## config.mk

```make
export PLATFORM = sky130hd
export DESIGN_NAME = led_ss_seq
export DESIGN_NICKNAME = d
export VERILOG_FILES = /design/src/rtl/led_ss_pkg.sv /design/src/rtl/led_ss_prescaler.sv /design/src/rtl/led_ss_ramp.sv /design/src/rtl/led_ss_fsm.sv /design/src/rtl/led_ss_seq.sv
export SDC_FILE = /design/constraint.sdc
export NUM_CORES = 1
export LEC_CHECK = 0
export ABC_CLOCK_PERIOD_IN_PS = 6000
export BUFFER_PORTS_ARGS = -buffer_cell sky130_fd_sc_hd__buf_4
export CAP_MARGIN = 20
export CORE_MARGIN = 2
export CORE_UTILIZATION = 30
export DETAILED_ROUTE_END_ITERATION = 12
export PLACE_DENSITY_LB_ADDON = 0.15
export SLEW_MARGIN = 15
export SYNTH_ARGS = -nofsm -noshare
export SYNTH_HDL_FRONTEND = slang
export SYNTH_SLANG_ARGS = --single-unit
```

## constraint.sdc

```tcl
create_clock -name clk -period 6 [get_ports clk]
set_input_delay 0.6 -clock clk [delete_from_list [all_inputs] [get_ports clk]]
set_output_delay 0.6 -clock clk [all_outputs]
set_load 0.05 [all_outputs]
```

## src/rtl/led_ss_pkg.sv

```systemverilog
package led_ss_pkg;
  typedef enum logic [1:0] {
    ST_POR  = 2'd0,
    ST_IDLE = 2'd1,
    ST_QUAL = 2'd2,
    ST_RAMP = 2'd3
  } seq_state_t;
endpackage

```

## src/rtl/led_ss_prescaler.sv

```systemverilog
module led_ss_prescaler #(
  parameter int DIV = 4
) (
  input  logic clk,
  input  logic rst,
  input  logic clear,
  input  logic run,
  output logic tick
);
  localparam int CW = (DIV > 1) ? $clog2(DIV) : 1;

  generate
    if (DIV <= 1) begin : g_nodiv
      assign tick = run;
    end else begin : g_div
      logic [CW-1:0] cnt;
      logic          at_end;
      assign at_end = (cnt == CW'(DIV - 1));
      always_ff @(posedge clk) begin
        if (rst || clear) cnt <= '0;
        else if (run)     cnt <= at_end ? '0 : cnt + 1'b1;
      end
      assign tick = run && at_end;
    end
  endgenerate
endmodule

```

## src/rtl/led_ss_ramp.sv

```systemverilog
module led_ss_ramp #(
  parameter int CODE_W = 8
) (
  input  logic              clk,
  input  logic              rst,
  input  logic              clear,
  input  logic              tick,
  input  logic [CODE_W-1:0] target,
  output logic [CODE_W-1:0] code
);
  logic below;
  assign below = (code < target);

  always_ff @(posedge clk) begin
    if (rst || clear)        code <= '0;
    else if (tick && below)  code <= code + 1'b1;
  end
endmodule

```

## src/rtl/led_ss_fsm.sv

```systemverilog
module led_ss_fsm
  import led_ss_pkg::*;
#(
  parameter int CODE_W   = 8,
  parameter int MIN_CODE = 8
) (
  input  logic              clk,
  input  logic              rst,
  input  logic              chan_en,
  input  logic [CODE_W-1:0] target_code,
  input  logic              dim_pwm,
  input  logic              loop_ready,
  input  logic              flt_latched,
  input  logic              flt_nonlatched,
  output logic              run,
  output logic              ramp_clear,
  output logic              pre_clear,
  output logic              chan_on,
  output logic              comp_pull_low,
  output logic              en_clr_req
);
  seq_state_t st, nxt;
  logic code_ok, clr_d, flt_d, active;

  assign code_ok = (target_code > CODE_W'(MIN_CODE));
  assign active  = (st == ST_QUAL) || (st == ST_RAMP);

  always_comb begin
    nxt   = st;
    clr_d = 1'b0;
    flt_d = 1'b0;
    unique case (st)
      ST_POR:  nxt = ST_IDLE;
      ST_IDLE: if (chan_en && code_ok) nxt = ST_QUAL;
      ST_QUAL, ST_RAMP: begin
        if (!chan_en) begin
          nxt = ST_IDLE;
        end else if (flt_latched) begin
          nxt   = ST_IDLE;
          clr_d = 1'b1;
          flt_d = 1'b1;
        end else if (flt_nonlatched) begin
          nxt   = ST_QUAL;
          flt_d = 1'b1;
        end else if (st == ST_QUAL && loop_ready && dim_pwm && code_ok) begin
          nxt = ST_RAMP;
        end
      end
      default: nxt = ST_POR;
    endcase
  end

  assign run        = (st == ST_RAMP) && chan_en && !flt_latched && !flt_nonlatched && dim_pwm;
  assign ramp_clear = (nxt == ST_IDLE) && active;
  assign pre_clear  = (nxt != ST_RAMP);

  always_ff @(posedge clk) begin
    if (rst) begin
      st            <= ST_POR;
      chan_on       <= 1'b0;
      comp_pull_low <= 1'b1;
      en_clr_req    <= 1'b0;
    end else begin
      st            <= nxt;
      chan_on       <= (nxt == ST_RAMP);
      comp_pull_low <= (nxt == ST_POR) || (nxt == ST_IDLE) || flt_d;
      en_clr_req    <= clr_d;
    end
  end
endmodule

```

## src/rtl/led_ss_seq.sv

```systemverilog
module led_ss_seq #(
  parameter int CODE_W   = 8,
  parameter int MIN_CODE = 8,
  parameter int PRESCALE = 4
) (
  input  logic              clk,
  input  logic              rst,
  input  logic              chan_en,
  input  logic [CODE_W-1:0] target_code,
  input  logic              dim_pwm,
  input  logic              loop_ready,
  input  logic              flt_latched,
  input  logic              flt_nonlatched,
  output logic              chan_on,
  output logic              comp_pull_low,
  output logic [CODE_W-1:0] ss_code,
  output logic              en_clr_req
);
  logic run, ramp_clear, pre_clear, tick;

  led_ss_fsm #(.CODE_W(CODE_W), .MIN_CODE(MIN_CODE)) u_fsm (
    .clk(clk), .rst(rst), .chan_en(chan_en), .target_code(target_code),
    .dim_pwm(dim_pwm), .loop_ready(loop_ready), .flt_latched(flt_latched),
    .flt_nonlatched(flt_nonlatched), .run(run), .ramp_clear(ramp_clear),
    .pre_clear(pre_clear), .chan_on(chan_on), .comp_pull_low(comp_pull_low),
    .en_clr_req(en_clr_req)
  );

  led_ss_prescaler #(.DIV(PRESCALE)) u_pre (
    .clk(clk), .rst(rst), .clear(pre_clear), .run(run), .tick(tick)
  );

  led_ss_ramp #(.CODE_W(CODE_W)) u_ramp (
    .clk(clk), .rst(rst), .clear(ramp_clear), .tick(tick),
    .target(target_code), .code(ss_code)
  );
endmodule

```

==> results of run 1 <==
## registers in the layout, indices dropped and copies added (netlist names)
name                 cells
u_fsm.st                 2
u_pre.g_div.cnt          2
u_fsm.chan_on            1
u_fsm.comp_pull_low      1
u_ramp.code              8
u_fsm.en_clr_req         1
## power by group through the flow
stage | Sequential [mW] | Clock (mW) | Combinational [mW]
final | 0.102 | 0.0588 | 0.0204
after CTS | 0.102 | 0.0606 | 0.0207
after detailed placement | 0.104 | 0 | 0.0206
after global placement | 0.104 | 0 | 0.0203
after global routing | 0.102 | 0.0646 | 0.0227
after floorplan | 0.105 | 0 | 0.00795
## layout make-up
class / instances / share of cell area [%]
well taps: 31 / 3.49
clock buffers: 4 / 2.36
multi-input cells: 73 / 47.2
flip-flops and latches: 15 / 27.0
repair buffers: 25 / 16.9
inverters: 9 / 3.04
## synthesized netlist by cell type
| cell | n | area, sq um |
|---|---|---|
| dfxtp_1 | 15 | 300 |
| ha_1 | 9 | 113 |
| inv_1 | 9 | 33.8 |
| or3_1 | 8 | 50.1 |
| a21oi_1 | 7 | 35.0 |
| o21ai_0 | 7 | 35.0 |
| nand3_1 | 6 | 30.0 |
| nor2_1 | 6 | 22.5 |
| nand2_1 | 4 | 15.0 |
| nand2b_1 | 3 | 18.8 |
| nor3_1 | 3 | 15.0 |
| a21o_1 | 2 | 15.0 |
| and3_1 | 2 | 12.5 |
| mux2i_1 | 2 | 20.0 |
| a2111oi_4 | 1 | 27.5 |
| a211o_2 | 1 | 10.0 |
| a31oi_1 | 1 | 6.26 |
| a41oi_1 | 1 | 8.76 |
| and4_4 | 1 | 11.3 |
| and4b_1 | 1 | 10.0 |
| buf_6 | 1 | 11.3 |
| nand4bb_1 | 1 | 11.3 |
| nor3b_1 | 1 | 7.51 |
| nor4_1 | 1 | 6.26 |
| o211ai_1 | 1 | 7.51 |
| o211ai_2 | 1 | 12.5 |
| o21a_1 | 1 | 7.51 |
| o21bai_1 | 1 | 7.51 |
| xor2_1 | 1 | 8.76 |
## kinds of logic (layout without fill, tap and decap cells)
group | Yosys count | in the layout | share of synthesized area (%)
DFF | 15 | 15 | 34.5
muxes | 2 | 2 | 2.30
xor gates and xnor gates | 1 | 1 | 1.01
and+or+nand+nor | 37 | 37 | 24.2
adders and majority gates | 9 | 9 | 12.9
buffers and inverters | 10 | 38 | 5.18
AOI/OAI and AO/OA | 24 | 24 | 19.9
## worst register-to-register path: stages, from the launching register on
cell and delay (ns):
dfxtp_1 0.43, ha_1 0.28, and4_4 0.21, a2111oi_4 0.34, o211ai_2 0.28, or3_1 0.41, a21oi_1 0.14
## layer usage
layer  global-route usage [%]  vias up
li1                         -      420
met1                     16.3      371
met2                     20.6       21
met3                     2.68        2
met4                     5.98        0
met5                        0        -
## path summary, 6_finish.rpt
path / start / end / slack (ns) / cells past startpoint
max: target_code[5] / u_ramp.code[5]$_SDFFE_PP0P_ / 3.82 / 8
max reg2reg: u_ramp.code[5]$_SDFFE_PP0P_ / u_ramp.code[5]$_SDFFE_PP0P_ / 3.85 / 6
min: u_pre.g_div.cnt[0]$_SDFFE_PP0P_ / u_pre.g_div.cnt[0]$_SDFFE_PP0P_ / 0.49 / 2
min reg2reg: u_pre.g_div.cnt[0]$_SDFFE_PP0P_ / u_pre.g_div.cnt[0]$_SDFFE_PP0P_ / 0.49 / 2
## stage by stage
| step | hold slack [ns] | setup slack [ns] | utilization (%) |
|---|---|---|---|
| floorplan | 0.444 | 3.68 | - |
| global placement | 0.456 | 3.55 | 39.3 |
| detailed placement | 0.467 | 3.52 | 39.3 |
| CTS | 0.491 | 3.82 | 40.3 |
| global route | 0.507 | 3.65 | 40.3 |
| finish | 0.488 | 3.82 | 40.3 |
==> results.toml, run 1 <==
[run_status]
status = "finished clean"

[critical_path]
crit_family = "compound AO/OA/AOI/OAI gates"
cp-start-kind = "input port"
cp.required_ns = 6.22
crit_slowest_cell = "or3_1"
crit_arrival_ns = 2.40
cp_max_fo = 14
end_kind = "flop"
critPathBufInv = 2
critPathKind = "input port to flop"
worstPathCellList = "buf_4 > inv_1 > ha_1 > and4_4 > a2111oi_4 > o211ai_2 > or3_1 > a21oi_1"
cpPeakStageDelay_ns = 0.41

[layout]
multiInputGateArea_sq_um = 524
fin_area_sq_um = 1110
final_common_cell = "buf_4"
area_delta_synth_final_pct = 27.8
antennaDiodeCount = 0
nets = 151
fillers = 288
stdcell_count = 157
seq_area_sq_um = 300
mostFrequentLayoutCells = "buf_4, dfxtp_1, inv_1, ha_1, or3_1"
drive_gt1_share_pct = 25.4

[place]
placed_area_sq_um = 1080
hpwlAfterDp_um = 1470
place.gp.congestion = 0.763
io_buffer_count = 25
placed_cells = 153

[cts]
cts_setup_buffers = 0
ctsResizeCount = 0
cts_buffer_depth = 2
holdBufCountCts = 0
cts.sinks = 15
clock_latency_ns = 0.28
cts_tree = "yes"
cts_buffers = 3
clockRootBuffer = "clkbuf_4"
clk_pin_slew_ns = 0.09
htree_levels = 1

[pwr]
ir_drop_mv = 0.0869
p_switching_mw = 0.0442
powerDensity_nw_per_um2 = 163
internal-power_mw = 0.137
leakage_nw = 0.519
power_mw = 0.181
clkPwrFrac_pct = 32.5
power_frac_comb_pct = 11.3
switching_share_pct = 24.4
seqPwrFrac_pct = 56.2

[synthesis]
yosysSeqAreaShare_pct = 34.5
yosys_warnings = 0
ys_types = 29
syn_inst = 98
avgSynthCellArea_sq_um = 8.87
syn_nets = 122
synth_seq_cells = 15
syn-cell-area_sq_um = 870

[sta]
setup-violations-final = 0
worst_pin_slew_ns = 0.495
setup_tns_ns = 0
hold_viol = 0
fin_skew_ns = 0.00223
rsz0062_at_grt = "false"
fin_crit_sh_pct = 36.3
min_period_ns = 2.18
relSlewSlack_pct = 66.9
slew_viol_final = 0
max_freq_ghz = 0.459

[global_routing]
antenna_found_initial = 0
grt_pass1_wl_um = 3280
grt_usage_pct = 12.8
grt_pass1_vias = 786
grt_max_degree = 15
grt_overflow_total = 0

[routing]
met1_length_um = 893
routed_via_density = 5.18
wirelength_um = 1870
met3_length_um = 110
drtAntennaViolNets = 0
wl_met2_um = 851
drtIter0Drc = 30
drc_errors = 0
vias = 814
first_pass_iters = 4
wl_per_cell_um = 11.9
top_layer = "met4"

[floorplan]
core_area_sq_um = 2760
die_h_um = 57.8
die_w_um = 57.8
ioPinCount = 26
std_cell_rows = 19
fp.dieArea_sq_um = 3350
initial_core_util_pct = 31.5

[run]
maxCapViolations = 0

[hold_path]
hp-class = "flop to flop"
No activity file was read; power rests on OpenSTA's default activity.
==> run 2: changes to the inputs <==
- ABC_CLOCK_PERIOD_IN_PS: 6000 -> 1800
- clock period: 6 -> 1.8 ns (I/O delays scaled with it)
==> run 2 against run 1 <==
Compared with the run above:
- the run now ends with setup timing left
- sequential share of layout area fell by 2.0 points
- count of clock-buffer cells in the layout did not move
- critical path type is now flop to flop
- register-to-register slack got worse by 3.9 ns
==> results.toml, run 2 (synthesis gave the netlist of run 1 again) <==
[place]
io_buffer_count = 25
placed_cells = 164
placed_area_sq_um = 1240
place.gp.congestion = 0.678
hpwlAfterDp_um = 1710
place_ws_ns = -0.103

[global_routing]
grt_overflow_total = 0
grt_pass1_wl_um = 3670
antenna_found_initial = 0
grt_usage_pct = 14.3
grt_max_degree = 13
grt_pass1_vias = 871

[routing]
drc_errors = 0
wl_per_cell_um = 12.1
wirelength_um = 2040
drtIter0Drc = 15
first_pass_iters = 4
drtAntennaViolNets = 0
vias = 835
routed_via_density = 4.97

[run_status]
violations = "setup timing"
status = "finished, violations left"

[layout]
largest_register_ffs = 8
stdcell_count = 168
mostFrequentLayoutCells = "buf_4, inv_1, or3_1, dfxtp_1, o21ai_0"
antennaDiodeCount = 0
seq_area_sq_um = 319
regMostFlops = "u_ramp.code"
final_common_cell = "buf_4"
fillers = 275
multiInputGateArea_sq_um = 587
top_regs = "u_ramp.code (8), u_fsm.st (2), u_pre.g_div.cnt (2)"
area_delta_synth_final_pct = 46.6
drive_gt1_share_pct = 40.1
fin_area_sq_um = 1270
nets = 162

[sta]
fin_skew_ns = 0.00589
setup-violations-final = 6
slew_viol_final = 0
fin_ws_ns = -0.0527
hold_slack_ns = 0.0999
max_freq_ghz = 0.540
rsz0062_at_grt = "true"
min_period_ns = 1.85
relSlewSlack_pct = 78.5
worst_pin_slew_ns = 0.322
hold_viol = 0
fin_crit_sh_pct = 103

[hold_path]
hp-class = "input port to flop"
hp-start = "rst"

[critical_path]
end_kind = "flop"
cp-start-kind = "flop"
crit_slowest_cell = "dfxtp_4"
cp.required_ns = 2.01
reg2reg_from = "u_ramp.code[6]$_SDFFE_PP0P_"
worstPathCellList = "ha_4 > and4_4 > a2111oi_4 > o211ai_4 > or3_1 > a21oi_1"
cpPeakStageDelay_ns = 0.36
cp_max_fo = 12
crit_arrival_ns = 2.06
critPathKind = "flop to flop"
startpoint = "u_ramp.code[6]$_SDFFE_PP0P_"

[cts]
cts_buffer_depth = 2
cts.sinks = 15
clk_pin_slew_ns = 0.09
clockRootBuffer = "clkbuf_4"
cts_buffers = 3
clock_latency_ns = 0.28
htree_levels = 1
holdBufCountCts = 0
cts_tree = "yes"
cts_setup_buffers = 0

[pwr]
ir_drop_mv = 0.482
powerDensity_nw_per_um2 = 474
leakage_nw = 0.578

[floorplan]
die_h_um = 57.8
core_area_sq_um = 2760
die_w_um = 57.8
std_cell_rows = 19
initial_core_util_pct = 31.5
ioPinCount = 26
fp.dieArea_sq_um = 3350

[run]
maxCapViolations = 0
run 2: cell count changes in the layout (fill, tap and decap cells not counted), sizes merged:
| cell | before | now |
|---|---|---|
| buf | 25 | 36 |
run 2: area by class of cell:
class	count	share of cell area, %
timing repair buffer	36	21.2
clock buffer	4	2.06
multi-input combinational	73	46.0
inverter	9	2.65
sequential	15	25.0
tap	31	3.04
run 2: final timing paths:
path | endpoint | slack [ns] | depth (start not counted)
max | u_ramp.code[7]$_SDFFE_PP0P_ | -0.05 | 6
min | u_fsm.st[1]$_SDFF_PP0_ | 0.1 | 2
max reg2reg | u_ramp.code[7]$_SDFFE_PP0P_ | -0.05 | 6
min reg2reg | u_pre.g_div.cnt[0]$_SDFFE_PP0P_ | 0.47 | 2
run 2: per-layer routing:
layer  GRT usage, %  wire length, um  part of all wire, %  vias up
met3           4.24              102                  5.0        2
li1               -                -                    -      438
met4           3.99               22                  1.1        0
met5              0                0                    0        -
met2           25.3             1020                   50       16
met1           16.6              894                   44      379
run 2: power breakdown:
part           internal, mW  total, mW  leakage, nW  switching [mW]
clock network        0.0860      0.195       0.0150           0.109
logic                0.0394     0.0776        0.436          0.0381
registers             0.330      0.332        0.126         0.00255
run 2: repair_timing:
| action | 4_1_cts | 5_1_grt |
|---|---|---|
| endpoints found under the setup margin | 8 | 8 |
| pin swaps | 1 | 0 |
| gates resized for setup | 1 | 1 |
run 2: stage by stage:
stage / setup TNS [ns] / power [mW] / utilization (%)
floorplan: -0.258 / 0.376 / -
global placement: -0.433 / 0.417 / 44.8
finish: -0.180 / 0.605 / 46.2
detailed placement: -0.681 / 0.418 / 44.8
global route: -1.10 / 0.640 / 46.2
CTS: -0.231 / 0.618 / 46.1
run 2: critical path: cells and delay by family, from the launching register on:
family	cells	cell delay, ns
DFF	1	0.36
AOI/OAI and AO/OA	3	0.67
and+or+nand+nor	2	0.54
adders and majority gates	1	0.21
